## config.mk

```make
export PLATFORM = sky130hd
export DESIGN_NAME = flash_indirect_ctrl
export DESIGN_NICKNAME = d
export VERILOG_FILES = /design/src/rtl/fic_pkg.sv /design/src/rtl/fic_regs.sv /design/src/rtl/fic_decode.sv /design/src/rtl/fic_track.sv /design/src/rtl/flash_indirect_ctrl.sv
export SDC_FILE = /design/constraint.sdc
export NUM_CORES = 1
export LEC_CHECK = 0
export BUFFER_PORTS_ARGS = -buffer_cell sky130_fd_sc_hd__buf_2
export CAP_MARGIN = 20
export CORE_MARGIN = 1
export CORE_UTILIZATION = 60
export DETAILED_ROUTE_END_ITERATION = 8
export PLACE_DENSITY = 0.85
export SLEW_MARGIN = 20
export SYNTH_ARGS = -nofsm -noshare
export SYNTH_HDL_FRONTEND = slang
export SYNTH_SLANG_ARGS = --single-unit
```

## constraint.sdc

```tcl
create_clock -name clk -period 3.08 [get_ports clk]
set_clock_uncertainty 0.2 [all_clocks]
set_input_delay 0.462 -clock clk [delete_from_list [all_inputs] [get_ports clk]]
set_output_delay 0.462 -clock clk [all_outputs]
set_load 0.02 [all_outputs]
```

## src/rtl/fic_pkg.sv

```systemverilog
package fic_pkg;
  typedef enum logic [1:0] {
    OP_READ   = 2'd0,
    OP_PROG   = 2'd1,
    OP_PERASE = 2'd2,
    OP_BULK   = 2'd3
  } mem_op_e;

  localparam logic [2:0] SEL_CTRL = 3'd0;
  localparam logic [2:0] SEL_AD0  = 3'd1;
  localparam logic [2:0] SEL_AD1  = 3'd2;
  localparam logic [2:0] SEL_AD2  = 3'd3;
  localparam logic [2:0] SEL_DATA = 3'd4;
  localparam logic [2:0] SEL_STAT = 3'd5;

  localparam logic [2:0] WM_HOLD  = 3'd0;
  localparam logic [2:0] WM_PROG  = 3'd1;
  localparam logic [2:0] WM_ERASE = 3'd2;

  localparam logic [3:0] RM_PLAIN  = 4'd0;
  localparam logic [3:0] RM_STREAM = 4'd1;
  localparam logic [3:0] RM_SINGLE = 4'd2;

  localparam logic [7:0] ERASE_KEY = 8'hA5;
endpackage

```

## src/rtl/fic_regs.sv

```systemverilog
module fic_regs #(
  parameter int ADDR_W = 17
) (
  input  logic              clk,
  input  logic              rst_n,
  input  logic              host_wr,
  input  logic [2:0]        host_sel,
  input  logic [7:0]        host_wdata,
  input  logic              addr_inc,
  output logic [7:0]        ctrl_q,
  output logic [ADDR_W-1:0] addr_q
);
  import fic_pkg::*;

  logic [7:0]        ctrl_d;
  logic [ADDR_W-1:0] addr_d;
  logic [23:0]       addr_ext;

  always_comb begin
    ctrl_d   = ctrl_q;
    addr_ext = 24'(addr_q);
    if (addr_inc) addr_ext = 24'(addr_q + 1'b1);
    if (host_wr) begin
      case (host_sel)
        SEL_CTRL: ctrl_d          = host_wdata;
        SEL_AD0:  addr_ext[7:0]   = host_wdata;
        SEL_AD1:  addr_ext[15:8]  = host_wdata;
        SEL_AD2:  addr_ext[23:16] = host_wdata;
        default: ;
      endcase
    end
    addr_d = addr_ext[ADDR_W-1:0];
  end

  always_ff @(posedge clk or negedge rst_n) begin
    if (!rst_n) begin
      ctrl_q <= '0;
      addr_q <= '0;
    end else begin
      ctrl_q <= ctrl_d;
      addr_q <= addr_d;
    end
  end
endmodule

```

## src/rtl/fic_decode.sv

```systemverilog
module fic_decode #(
  parameter int ADDR_W     = 17,
  parameter int PAGE_BYTES = 512,
  parameter int SECT_BYTES = 128,
  parameter int SCR_LIMIT  = 256,
  parameter int SCR_BULK   = 'h400,
  parameter int MAIN_BULK  = 'h1FBFE
) (
  input  logic              [7:0]        ctrl,
  input  logic              [ADDR_W-1:0] addr,
  input  logic              [7:0]        wdata,
  input  logic                           data_wr,
  input  logic                           data_rd,
  input  logic                           active,
  input  logic                           dvalid,
  output logic                           launch,
  output fic_pkg::mem_op_e               launch_op,
  output logic              [ADDR_W-1:0] launch_addr,
  output logic                           take_data,
  output logic                           clear_valid
);
  import fic_pkg::*;

  localparam logic [ADDR_W-1:0] MAIN_MASK = ~ADDR_W'(PAGE_BYTES - 1);
  localparam logic [ADDR_W-1:0] SECT_MASK = ~ADDR_W'(SECT_BYTES - 1);
  localparam logic [ADDR_W-1:0] BULK_A    = ADDR_W'(MAIN_BULK);
  localparam logic [ADDR_W-1:0] SBULK_A   = ADDR_W'(SCR_BULK);
  localparam logic [ADDR_W-1:0] SLIM_A    = ADDR_W'(SCR_LIMIT);

  logic       scr;
  logic [2:0] wmode;
  logic [3:0] rmode;
  logic       range_ok, main_bulk, scr_bulk;
  logic [ADDR_W-1:0] page_addr;

  assign scr       = ctrl[7];
  assign wmode     = ctrl[6:4];
  assign rmode     = ctrl[3:0];
  assign range_ok  = !scr || (addr < SLIM_A);
  assign main_bulk = !scr && (addr[ADDR_W-1:1] == BULK_A[ADDR_W-1:1]);
  assign scr_bulk  = scr && (addr == SBULK_A);
  assign page_addr = addr & (scr ? SECT_MASK : MAIN_MASK);

  always_comb begin
    launch      = 1'b0;
    launch_op   = OP_READ;
    launch_addr = addr;
    take_data   = 1'b0;
    clear_valid = 1'b0;
    if (data_wr && !active) begin
      case (wmode)
        WM_HOLD: take_data = 1'b1;
        WM_PROG: begin
          take_data = 1'b1;
          launch    = range_ok;
          launch_op = OP_PROG;
        end
        WM_ERASE: begin
          take_data = 1'b1;
          if (wdata == ERASE_KEY) begin
            if (main_bulk || scr_bulk) begin
              launch    = 1'b1;
              launch_op = OP_BULK;
            end else begin
              launch      = range_ok;
              launch_op   = OP_PERASE;
              launch_addr = page_addr;
            end
          end
        end
        default: ;
      endcase
    end else if (data_rd && !active) begin
      clear_valid = 1'b1;
      case (rmode)
        RM_STREAM: launch = range_ok;
        RM_SINGLE: launch = range_ok && !dvalid;
        default: ;
      endcase
    end
  end
endmodule

```

## src/rtl/fic_track.sv

```systemverilog
module fic_track #(
  parameter int ADDR_W = 17
) (
  input  logic                           clk,
  input  logic                           rst_n,
  input  logic                           launch,
  input  fic_pkg::mem_op_e               launch_op,
  input  logic              [ADDR_W-1:0] launch_addr,
  input  logic                           launch_scr,
  input  logic                           take_data,
  input  logic              [7:0]        host_wdata,
  input  logic                           clear_valid,
  input  logic                           mem_done,
  input  logic              [7:0]        mem_rdata,
  output logic                           active_q,
  output logic                           dvalid_q,
  output logic              [7:0]        data_q,
  output logic                           req_q,
  output fic_pkg::mem_op_e               op_q,
  output logic              [ADDR_W-1:0] maddr_q,
  output logic                           scr_q,
  output logic                           addr_inc
);
  import fic_pkg::*;

  logic              active_d, dvalid_d, req_d, scr_d, finish;
  logic [7:0]        data_d;
  mem_op_e           op_d;
  logic [ADDR_W-1:0] maddr_d;

  assign finish   = mem_done && active_q;
  assign addr_inc = finish && (op_q == OP_PROG || op_q == OP_READ);

  always_comb begin
    active_d = active_q;
    dvalid_d = dvalid_q;
    data_d   = data_q;
    req_d    = 1'b0;
    op_d     = op_q;
    maddr_d  = maddr_q;
    scr_d    = scr_q;
    if (take_data)   data_d   = host_wdata;
    if (clear_valid) dvalid_d = 1'b0;
    if (launch) begin
      active_d = 1'b1;
      req_d    = 1'b1;
      op_d     = launch_op;
      maddr_d  = launch_addr;
      scr_d    = launch_scr;
    end
    if (finish) begin
      active_d = 1'b0;
      if (op_q == OP_READ) begin
        data_d   = mem_rdata;
        dvalid_d = 1'b1;
      end
    end
  end

  always_ff @(posedge clk or negedge rst_n) begin
    if (!rst_n) begin
      active_q <= 1'b0;
      dvalid_q <= 1'b0;
      data_q   <= '0;
      req_q    <= 1'b0;
      op_q     <= OP_READ;
      maddr_q  <= '0;
      scr_q    <= 1'b0;
    end else begin
      active_q <= active_d;
      dvalid_q <= dvalid_d;
      data_q   <= data_d;
      req_q    <= req_d;
      op_q     <= op_d;
      maddr_q  <= maddr_d;
      scr_q    <= scr_d;
    end
  end
endmodule

```

## src/rtl/flash_indirect_ctrl.sv

```systemverilog
module flash_indirect_ctrl #(
  parameter int ADDR_W     = 17,
  parameter int PAGE_BYTES = 512,
  parameter int SECT_BYTES = 128,
  parameter int SCR_LIMIT  = 256,
  parameter int SCR_BULK   = 'h400,
  parameter int MAIN_BULK  = 'h1FBFE
) (
  input  logic              clk,
  input  logic              rst_n,
  input  logic [2:0]        host_sel,
  input  logic              host_wr,
  input  logic              host_rd,
  input  logic [7:0]        host_wdata,
  output logic [7:0]        host_rdata,
  output logic              mem_req,
  output logic [1:0]        mem_op,
  output logic [ADDR_W-1:0] mem_addr,
  output logic              mem_scratch,
  output logic [7:0]        mem_wdata,
  input  logic              mem_done,
  input  logic [7:0]        mem_rdata
);
  import fic_pkg::*;

  logic [1:0]        rst_sync;
  logic              rst_int_n;
  logic [7:0]        ctrl_q, data_q;
  logic [ADDR_W-1:0] addr_q, launch_addr, maddr_q;
  logic [23:0]       addr_view;
  logic              data_wr, data_rd, launch, take_data, clear_valid;
  logic              op_active, dvalid_q, req_q, scr_q, addr_inc;
  mem_op_e           launch_op, op_q;

  always_ff @(posedge clk or negedge rst_n) begin
    if (!rst_n) rst_sync <= 2'b00;
    else        rst_sync <= {rst_sync[0], 1'b1};
  end
  assign rst_int_n = rst_sync[1];

  assign data_wr = host_wr && (host_sel == SEL_DATA);
  assign data_rd = host_rd && (host_sel == SEL_DATA);

  fic_regs #(.ADDR_W(ADDR_W)) u_regs (
    .clk(clk), .rst_n(rst_int_n), .host_wr(host_wr), .host_sel(host_sel),
    .host_wdata(host_wdata), .addr_inc(addr_inc), .ctrl_q(ctrl_q), .addr_q(addr_q)
  );

  fic_decode #(
    .ADDR_W(ADDR_W), .PAGE_BYTES(PAGE_BYTES), .SECT_BYTES(SECT_BYTES),
    .SCR_LIMIT(SCR_LIMIT), .SCR_BULK(SCR_BULK), .MAIN_BULK(MAIN_BULK)
  ) u_decode (
    .ctrl(ctrl_q), .addr(addr_q), .wdata(host_wdata), .data_wr(data_wr),
    .data_rd(data_rd), .active(op_active), .dvalid(dvalid_q), .launch(launch),
    .launch_op(launch_op), .launch_addr(launch_addr), .take_data(take_data),
    .clear_valid(clear_valid)
  );

  fic_track #(.ADDR_W(ADDR_W)) u_track (
    .clk(clk), .rst_n(rst_int_n), .launch(launch), .launch_op(launch_op),
    .launch_addr(launch_addr), .launch_scr(ctrl_q[7]), .take_data(take_data),
    .host_wdata(host_wdata), .clear_valid(clear_valid), .mem_done(mem_done),
    .mem_rdata(mem_rdata), .active_q(op_active), .dvalid_q(dvalid_q),
    .data_q(data_q), .req_q(req_q), .op_q(op_q), .maddr_q(maddr_q),
    .scr_q(scr_q), .addr_inc(addr_inc)
  );

  assign addr_view   = 24'(addr_q);
  assign mem_req     = req_q;
  assign mem_op      = op_q;
  assign mem_addr    = maddr_q;
  assign mem_scratch = scr_q;
  assign mem_wdata   = data_q;

  always_comb begin
    case (host_sel)
      SEL_CTRL: host_rdata = ctrl_q;
      SEL_AD0:  host_rdata = addr_view[7:0];
      SEL_AD1:  host_rdata = addr_view[15:8];
      SEL_AD2:  host_rdata = addr_view[23:16];
      SEL_DATA: host_rdata = data_q;
      SEL_STAT: host_rdata = {6'b0, dvalid_q, op_active};
      default:  host_rdata = 8'h00;
    endcase
  end
endmodule

```

# After elaboration in Yosys (flattened, before gate mapping)
# Index checks and enable logic that the tools add are counted.
# totals
n_memories	0
output_inout_bits	37
input_bits	24
elab_cells	81
regBits	58
ramBits	0
romBits	0
latch_bits	0
# classes
bitwise_logic	1
eq_ne	13
shifts	0
n_mul	0
add_sub_neg	1
div_mod_pow	0
order_cmp	1
mux	34
n_reduce_logical	21
# ops
cell	n
17-bit two-way mux	6
8-bit one-hot mux with 6 select lines	1
8-bit two-way mux	5
17-bit by 1-bit adder with 17-bit output (second input constant)	1
17-bit bitwise AND	1
17-bit by 11-bit == test with 1-bit output (second input constant)	1
17-bit by 9-bit less-than comparator with 1-bit output (second input constant)	1
16-bit == test (second input constant)	1
1-bit two-way mux	16
3-bit by 2-bit == test with 1-bit output (second input constant)	3
1-bit logical AND	9
9-bit two-way mux	1
8-bit == test (second input constant)	1
3-bit by 1-bit == test with 1-bit output (second input constant)	2
3-bit == test (second input constant)	2
3-bit zero test	2
4-bit by 1-bit == test with 1-bit output (second input constant)	1
4-bit by 2-bit == test with 1-bit output (second input constant)	1
2-bit two-way mux	2
1-bit one-hot mux with 2 select lines	2
2-bit one-hot mux with 2 select lines	1
1-bit zero test	3
1-bit logical OR	3
3-bit OR reduction	1
other kinds (4)	4

# Longest topological paths before layout
# Gate-level depths: netlist of run 1.
# logic_depth
depth_word	9
mapped_depth	8
mapped_depth_nobuf	7

# Hierarchy
# From an unflattened synthesis of run 1, not the netlist that was laid out.
# unflattened
cells_unflattened	308
hier_area_um2	3462.1
# modules_own_cells
module	seq_area_each_um2	n_inst	area_per_inst_um2	cells_each
fic_regs	625.6	1	1323.8	129
fic_track	775.7	1	1311.3	78
flash_indirect_ctrl	50.0	1	451.7	50
fic_decode	0.0	1	375.4	51

# Worst setup path after synthesis of run 1
# No wires, ideal clock.
# synth_timing
path_type	input-to-reg
startpoint	input port host_sel[1]
endpoint	register u_track.maddr_q[10]
setup_ns	0.125
path_stages	7
required_ns	2.755
path_slack_ns	0.836
path_buffers	2
arrival_time_ns	1.919
cell_sequence	buf_4 nor4b_4 nand4b_1 a211oi_2 a32oi_2 buf_6 mux2_4
# synth_between
elab_chain_len	5
word_cells_on_any_way	8
cone_classes	1 x eq/ne; 3 x mux; 4 x reduce/logical
# synth_lines
element	line	text
start, declared	flash_indirect_ctrl.sv:11	input logic [2:0] host_sel,
3-bit == test *	flash_indirect_ctrl.sv:41, flash_indirect_ctrl.sv:42	
1-bit logical AND	flash_indirect_ctrl.sv:42	assign data_rd = host_rd && (host_sel == SEL_DATA);
1-bit logical AND	fic_decode.sv:73	end else if (data_rd && !active) begin
1-bit two-way mux	fic_decode.sv:73	
1-bit two-way mux	fic_decode.sv:50	if (data_wr && !active) begin
end signal, assigned	fic_track.sv:75	maddr_q <= maddr_d;
end, declared	fic_track.sv:20	output logic [ADDR_W-1:0] maddr_q,
# Mark *: on every way between the ends. The rest lies on a longest branch, timed or not.
# A chain may end at the register's enable or synchronous reset.

# Worst setup path after layout of run 1
# layout_timing
startpoint	input port host_sel[1]
endpoint	output port host_rdata[2]
# layout_between
elab_chain_len	2
word_cells_on_any_way	7
cone_classes	5 x eq/ne; 1 x mux; 1 x reduce/logical
# layout_lines
element	line	text
3-bit == test, or another cell as far along	flash_indirect_ctrl.sv:76	case (host_sel)
8-bit one-hot mux with 6 select lines *	flash_indirect_ctrl.sv:76	
end, declared	flash_indirect_ctrl.sv:15	output logic [7:0] host_rdata,
# Marked as above.

==> summary by stage, run 1 <==
Status
The flow ran to the end, and the final reports show no timing, DRC or antenna violations.

Pwr
For this design the ratio of total power to cell area is 663 mW/mm^2. The analysis attributes to net switching a power of 871 uW. The worst supply voltage drop on vdd is 0.534 mV. Of the total power, combinational logic draws 0.266. The sequential group share of total power is 0.453. The switching share of power is 0.348. The leakage dissipation is 0.00183 uW.

Of the total power, the clock network draws 0.281. The cell-internal power is 1630 uW.

Clocking
In this run, post-CTS hold repair placed 2 buffers. The clock tree from TritonCTS is built. Counting along the longest clock path gives a buffer depth of 2.

The clock tree synthesis step divided the H-tree into 3 levels. In this run, CTS created clock tree buffers numbering 9. The insertion delay of the later-clocked pin in the worst-skew pair is 0.34 ns. The cell sitting at the root of the clock tree is a sky130_fd_sc_hd__clkbuf_8.

The clock-pin slew of the registers on the worst-case setup and hold paths is 0.06 ns. In this run the post-CTS setup repair buffer count came out at 0. The post-CTS resize count is 0. The clock net in this run drives a total of 58 sinks.

Floorplan
The placeable core area is 0.00514 sq mm. The floorplan has 26 rows. The die area is 0.00569 sq mm. Pin placement for this block handled 61 I/O pins.

From left edge to right edge, the die measures 75.4 um. The floorplan step set the die height to 75.4 um. The initial utilization of the core area, before any placement, comes to 0.630.

STA
The clock period could shrink to 2.48 ns. The slew at the pin closest to its max-slew limit is 0.615 ns. The worst max-slew margin expressed relative to the limit is 0.579. The number of hold violations in the final report is 0.

In the finished design, the share of the clock period the worst path needs comes to 0.805. The post-route worst setup slack is 0.600 ns. The count of final setup violators is 0. Across all hold checks on the routed design, the worst slack comes to 0.130 ns.

The number of max-slew violations in the final report is 0. The total negative setup slack is 0 ns. Static timing analysis puts the maximum clock frequency at 403 MHz. Setup repair after global routing left no endpoint under its margin.

Route
The highest layer touched by signal routing is met4. Detailed routing placed a total of 3.70 mm of wire on met2. The met3 wire length is 562 um.

The post-detailed-route via-to-cell ratio is 5.90. The violation count after the first detailed-route iteration is 181. The total number of vias is 2684. The post-detailed-route DRC marker count is 0. The final antenna-violating net count is 0. After detailed routing, the average wire length per cell comes to 17.0 um. The total wire length after detailed routing is 7.73 mm.

For this run, the detailed router's first-pass iteration total came to 4. After detailed routing, the wire length on met1 is 3.22 mm.

Logic synthesis
During synthesis, Yosys emitted a total of 0 warnings. For this run, the register share of the synthesized area comes to 0.449. Counting flops and latches in the post-synthesis netlist gives 58. The number of enable flip-flop cells after synthesis is 0. The count of mapped cells out of synthesis is 324. In this run the cell area of the synthesized design comes to 0.00324 sq mm.

In the post-synthesis netlist, the biggest area contributors are sky130_fd_sc_hd__dfrtp_1, sky130_fd_sc_hd__mux2i_1, sky130_fd_sc_hd__o21ai_0. The cell type contributing the most total cell area after synthesis is sky130_fd_sc_hd__dfrtp_1. In the synthesized netlist the async set-or-reset flop fraction comes to 1.00.

The share of Yosys cell area claimed by the top area cell type is 0.449. The commonest register cell after synthesis is sky130_fd_sc_hd__dfrtp_1. The synthesized net count is 350. The average footprint of a synthesized cell is 9.99 sq um. The synthesized netlist contains 50 unique library cells.

Worst setup path
The signal on the critical path passes through buf_2 > nor2b_1 > a21oi_1 > o21ai_0 > buf_2. The critical path class is in -> out. The launch instance of the worst register-to-register path is u_regs.addr_q[11]. The cell depth of the worst flop-to-flop path is 5.

The critical path starts at host_sel[1]. The critical path's slowest cell is sky130_fd_sc_hd__nor2b_1. STA puts the critical path data arrival time at 1.82 ns.

Setup slack on the worst reg-to-reg path comes out at 0.66 ns. The endpoint identified for the worst register-to-register timing path is u_track.op_q[0]. The largest incremental delay on the critical path is 0.44 ns. STA classifies the critical path startpoint as a primary input. In this run the worst setup path terminates at host_rdata[2]. STA puts the critical path data required time at 2.42 ns.

In this design, the critical path's most frequently occurring cell is sky130_fd_sc_hd__buf_2. The element type at the critical path end is an output port. The highest net fanout along the worst path is 18.

Finish
The multi-input combinational cells in the finished layout cover a total of 0.00162 sq mm. At the end of the flow, the number of nets in the layout was 406. The area growth from synthesis to layout is 16.6%. The fraction of layout instances using a drive strength above 1 is 0.281. The library cell used most frequently in the layout, excluding fill and tap cells, is sky130_fd_sc_hd__buf_2. The footprint of the flip-flops and latches is 0.00145 sq mm. The count of cells in the finished layout, fillers not included, comes to 455. The filler cells instantiated in the layout total 413. The total non-filler cell area in the finished layout is 0.00377 sq mm. In the layout the commonest cells are sky130_fd_sc_hd__buf_2, sky130_fd_sc_hd__dfrtp_1, sky130_fd_sc_hd__nand2_1. The count of inserted antenna diode cells is 0.

GRT
The combined global-route utilization of all metal layers is 0.307. The first global-routing pass estimated 12.5 mm of wire. The via count of the first global-routing pass was 2629. Global routing finished with a remaining overflow of 0.

The number of antenna violations at the first check in global routing came to 0. The largest net degree at the start of global routing is 47.

Place
The worst-case setup slack after placement is 0.508 ns. The placed cell count is 437. Summed over all nets, the half-perimeter wirelength after detailed placement is 5.62 mm. After detailed placement, the total cell area comes to 0.00355 sq mm. The count of buffers inserted at the top-level ports is 60. The congestion estimate from routability-driven global placement came to 0.889.

Min path
The tightest min-delay check is of the in -> reg type.

Flow run
The number of violations of the max-capacitance limit is 0.
[state kept, by name, summed over array words and instances, names as in the netlist]
register / count
u_regs.addr_q: 17
u_track.maddr_q: 17
u_regs.ctrl_q: 8
u_track.data_q: 8
rst_sync: 2
u_track.op_q: 2
u_track.active_q: 1
u_track.dvalid_q: 1
u_track.req_q: 1
u_track.scr_q: 1
[worst min path at each step]
stage                             from                 to  slack, ns  depth (start not counted)
after floorplan                  rst_n        rst_sync[0]      -0.03                          0
after global placement     rst_sync[1]   u_track.active_q      -0.07                          0
after detailed placement   rst_sync[1]   u_track.active_q      -0.07                          0
after CTS                 mem_rdata[5]  u_track.data_q[5]       0.12                          3
after global routing      mem_rdata[7]  u_track.data_q[7]       0.13                          3
final                     mem_rdata[0]  u_track.data_q[0]       0.13                          3
[area by class of cell]
cell class	instances	area share
sequential	58	0.385
multi-input combinational	231	0.430
tap	70	0.0232
inverter	13	0.0129
clock buffer	11	0.0401
clock inverter	5	0.0139
timing repair buffer	67	0.0948
[through the flow]
| step | total power (uW) | utilization |
|---|---|---|
| after floorplan | 1570 | - |
| after global placement | 1780 | 0.691 |
| after detailed placement | 1810 | 0.691 |
| after CTS | 2520 | 0.734 |
| after global routing | 2650 | 0.734 |
| final | 2500 | 0.734 |
[worst max-delay path: cells and delay by family]
kind	cells	cell delay, ns
buffers and inverters	2	0.52
and+or+nand+nor	1	0.44
AOI/OAI and AO/OA	2	0.39
[metal layers]
| layer | GRT usage | vias to the layer above |
|---|---|---|
| li1 | - | 1249 |
| met1 | 0.382 | 1290 |
| met3 | 0.0608 | 21 |
| met4 | 0.183 | 0 |
| met5 | 0 | - |
| met2 | 0.496 | 124 |
[power by group through the flow]
stage,Clock [uW],Sequential [uW],Combinational (uW)
after CTS,715,1130,669
after global placement,0,1140,643
after global routing,752,1160,738
final,702,1130,666
after detailed placement,0,1150,660
after floorplan,0,1190,376
[cells by family (layout without fill, tap and decap cells)]
group / Yosys count / count (layout) / synth area share
and+or+nand+nor: 102 / 102 / 0.175
buffers and inverters: 35 / 96 / 0.0499
xor gates and xnor gates: 17 / 17 / 0.0460
DFF: 58 / 58 / 0.449
adders and majority gates: 2 / 2 / 0.00773
other: 1 / 1 / 0.00116
AOI/OAI and AO/OA: 62 / 62 / 0.111
muxes: 47 / 47 / 0.161
[Yosys cell counts (all sizes together) (2+ instances only)]
library cell and instances:
a21o 2, a21oi 9, and3 2, and3b 2, buf 9, clkbuf 13
dfrtp 58, ha 2, inv 13, mux2 19, mux2i 28, nand2 41
nand3 6, nand3b 2, nand4 6, nand4b 3, nor2 14, nor2b 2
nor3 7, nor3b 4, nor4 4, nor4b 3, o21ai 40, o31a 2
or4 2, xnor2 9, xor2 8
(Power assumes the default switching activity.)
==> inputs of run 2 (changes only) <==
Settings changed: ABC_AREA set to 1, CORE_UTILIZATION 60 to 56, PLACE_DENSITY 0.85 to 0.8.
Clock period 3.08 ns to 2.6 ns, I/O delays scaled along.
==> summary by stage, run 2 <==
Status
The flow ran to the end, and the final reports show no timing, DRC or antenna violations.

Route
The final antenna-violating net count is 0 (unchanged). The post-detailed-route DRC marker count came to 0 (unchanged). The total wire length after detailed routing is 9.70 mm (+25%). The post-detailed-route via-to-cell ratio was 5.72 (-3.1%). The total number of vias is 3339 (+24%). The violation count after the first detailed-route iteration is 290 (+60%). The wire length per cell is 16.6 um (-2.2%). The number of optimization iterations in the first detailed-route pass came to 5 (+1).

Clocking
The H-tree depth reported by CTS is 3 (unchanged). The number of clock sinks is 58 (unchanged). The clock tree buffer depth is 2 (unchanged). The clock-pin slew of the registers on the worst-case setup and hold paths is 0.07 ns (about the same). The number of buffers inserted during clock tree synthesis came to 9 (unchanged). The cell sitting at the root of the clock tree is a sky130_fd_sc_hd__clkbuf_8. The insertion delay of the later-clocked pin in the worst-skew pair is 0.34 ns (about the same).

The post-CTS setup buffer count is 0 (unchanged). TritonCTS built the clock tree.

Worst setup path
The worst setup path is captured at a flip-flop. Traced cell by cell, the critical path runs through nand2_1 > nor2_1 > nand2_1 > o21ai_4 > nand3_2 > nand2_1 > nand2_2 > nand2_4 > nand2_1 > nand2_1. The arrival time of the worst setup path is 2.41 ns (+0.59 ns). The critical path in this run is classified as reg -> reg. For this design, the slowest cell found on the critical path is sky130_fd_sc_hd__dfrtp_1. The highest net fanout along the worst path is 22 (+4). The data required time at the worst endpoint is 2.68 ns (+0.26 ns). The largest incremental delay on the critical path is 0.53 ns (+0.09 ns). STA classifies the critical path startpoint as a flip-flop. The most numerous cell type found on the critical path is sky130_fd_sc_hd__nand2_1.

Pwr
The worst supply voltage drop on vdd was 0.582 mV (+8.9%). The leakage dissipation is 0.00205 uW (+12%). The total power per unit cell area came to 1000 mW/mm^2 (+51%).

Finish
The number of filler instances in the final layout was 468 (+13%). In the final layout, the registers with the most flip-flops are u_regs.addr_q: 17 flops, u_track.maddr_q: 17 flops. The library cell used most frequently in the layout, excluding fill and tap cells, is sky130_fd_sc_hd__nand2_1. The library cells used most frequently in the layout, excluding fill and tap cells, are sky130_fd_sc_hd__nand2_1, sky130_fd_sc_hd__buf_2, sky130_fd_sc_hd__dfrtp_1.

The relative area change from synthesis to final layout is 18.3%. The count of inserted antenna diode cells came to 0 (unchanged). The total non-filler cell area in the finished layout came to 0.00398 sq mm (+5.4%). The count of nets after finishing is 533 (+31%). The fraction of layout instances using a drive strength above 1 is 0.219 (-0.0618). The final cell count without fillers is 584 (+28%).

Place
The instance area at placement is 0.00376 sq mm (+5.9%). The estimated wirelength of the detail-placed design came to 7.20 mm (+28%). The worst-case setup slack after placement is 0.291 ns (-0.217 ns). The count of buffers inserted at the top-level ports was 60 (unchanged). The placed cell count came to 567 (+30%). The weighted congestion reported at the end of routability-driven placement is 0.932 (+4.8%).

STA
The count of final setup violators is 0 (unchanged). Setup repair after global routing left no endpoint under its margin. The number of max-slew violations in the final report was 0 (unchanged). The slew at the pin closest to its max-slew limit is 0.610 ns (-0.00509 ns).

The number of hold violations in the final report is 0 (unchanged). Of the available clock period, the critical path in the final layout requires 0.895. The post-route worst setup slack is 0.273 ns (-0.327 ns). The maximum clock frequency is 430 MHz. The total negative setup slack is 0 ns (unchanged). For the finished layout, the period the worst path requires is 2.33 ns.

The worst max-slew margin expressed relative to the limit was 0.594 (+0.0151).

Logic synthesis
Ranked by total cell area, the synthesized netlist is headed by sky130_fd_sc_hd__dfrtp_1, sky130_fd_sc_hd__nand2_1, sky130_fd_sc_hd__inv_1. The synthesized net count is 465 (+33%). The async set-or-reset flop fraction in the synthesized netlist is 1.00 (unchanged). The distinct cell type count of the synthesized netlist is 39 (-22%).

The warning count from the yosys run is 0 (unchanged). The post-synth design cell area is 0.00336 sq mm (+3.9%). The share of the yosys chip area belonging to registers is 0.432 (-0.0169). The share of Yosys cell area claimed by the top area cell type is 0.432 (-0.0169). The commonest cells after synthesis are sky130_fd_sc_hd__nand2_1, sky130_fd_sc_hd__dfrtp_1, sky130_fd_sc_hd__inv_1. The number of enable flip-flop cells after synthesis came to 0 (unchanged). The count of mapped cells out of synthesis is 439 (+35%). sky130_fd_sc_hd__nand2_1 is the most common cell in the netlist. The total of flip-flops plus latches after synthesis is 58 (unchanged).

The average footprint of a synthesized cell is 7.66 sq um (-23%). sky130_fd_sc_hd__dfrtp_1 takes more of the synthesized area than any other cell. The commonest register cell after synthesis is sky130_fd_sc_hd__dfrtp_1.

Floorplan
The starting density of the core is 0.596 (-0.0336). The chip width came to 79.5 um (+5.4%). The vertical die dimension is 79.5 um (+5.4%). The number of ports placed on the die boundary is 61 (unchanged). The die area was 0.00632 sq mm (+11%). The placeable core area is 0.00564 sq mm (+9.8%). The number of standard-cell rows in the floorplan is 27 (+3.8%).

GRT
The wire length of the first global-routing pass is 15.5 mm (+24%). The number of antenna violations at the first check in global routing is 0 (unchanged). The final global-route overflow total is 0 (unchanged). The combined global-route utilization of all metal layers is 0.333 (+0.0259). The largest net degree at the start of global routing is 32 (-32%). The via count of the first global-routing pass came to 3144 (+20%).

Flow run
The number of violations of the max-capacitance limit was 0 (unchanged).

Min path
The worst min-delay path class is reg -> async.
-- run 2: changes by cell type after synthesis, moves of 7 or more --
| cell | before | now |
|---|---|---|
| sky130_fd_sc_hd__inv_1 | 13 | 56 |
| sky130_fd_sc_hd__o211ai_1 | 0 | 7 |
| sky130_fd_sc_hd__o21ai_0 | 39 | 21 |
| sky130_fd_sc_hd__mux2_2 | 12 | 0 |
| sky130_fd_sc_hd__nand3_1 | 5 | 38 |
| sky130_fd_sc_hd__xnor2_1 | 9 | 0 |
| sky130_fd_sc_hd__mux2i_1 | 28 | 0 |
| sky130_fd_sc_hd__nand2_2 | 0 | 8 |
| sky130_fd_sc_hd__nand2_1 | 41 | 110 |
| sky130_fd_sc_hd__nor2_1 | 14 | 43 |
| sky130_fd_sc_hd__mux2_4 | 7 | 0 |
-- run 2: repair_timing --
item	4_1_cts	5_1_grt
hold buffers	1	0
resized for setup	0	0
endpoints found under the hold margin	2	0
-- run 2: layer usage --
layer,routed length (um),track usage
met1,4100,0.437
met2,4440,0.524
met3,828,0.0697
met4,328,0.155
met5,0,0
-- run 2: kinds of logic after synthesis --
family                   after synthesis  synth area share
AND/OR/NAND/NOR                      231             0.320
buffers and inverters                 71            0.0860
AO/OA/AOI/OAI                         66             0.128
flip-flops                            58             0.432
XOR/XNOR                              10            0.0261
adder cells (fa/ha/maj)                2           0.00744
other                                  1           0.00112
-- run 2: through the flow --
step | hold WS, ns | total power [uW] | util
finish | 0.0758 | 3980 | 0.705
global route | 0.0843 | 4220 | 0.705
CTS | 0.0752 | 3960 | 0.705
detailed placement | -0.0243 | 3070 | 0.666
global placement | -0.0249 | 3020 | 0.666
floorplan | -0.106 | 2510 | -
-- run 2: report_power, final --
part           leakage [uW]  internal (uW)  switching [uW]  total (uW)
logic               0.00123            538            1000        1540
clock network      0.000107            521             364         885
registers          0.000718           1220             339        1560
-- run 2: critical path: cells and delay by family (launching register included) --
kind,cells,cell delay (ns)
AOI/OAI and AO/OA,1,0.21
DFF,1,0.53
and+or+nand+nor,9,1.31
-- run 2: worst paths after layout --
path / start / end / slack [ns] / depth (start not counted)
max: u_regs.addr_q[13] / u_track.maddr_q[13] / 0.27 / 10
min: rst_sync[1] / u_track.maddr_q[3] / 0.08 / 0
max reg2reg: u_regs.addr_q[13] / u_track.maddr_q[13] / 0.27 / 10
min reg2reg: rst_sync[1] / u_track.maddr_q[3] / 0.08 / 0
max in group asynchronous: rst_sync[1] / u_regs.addr_q[11] / 1.52 / 1
min in group clk: host_wdata[6] / u_regs.addr_q[14] / 0.08 / 3
-- run 2: cell type report --
type                            instances  area (sq um)  share of cell area
Multi-Input combinational cell        310          1620               0.408
Sequential cell                        58          1450               0.365
Timing Repair Buffer                   69           383              0.0963
Inverter                               59           221              0.0557
Clock buffer                           14           173              0.0434
Tap cell                               72          90.1              0.0227
Clock inverter                          2          35.0             0.00881
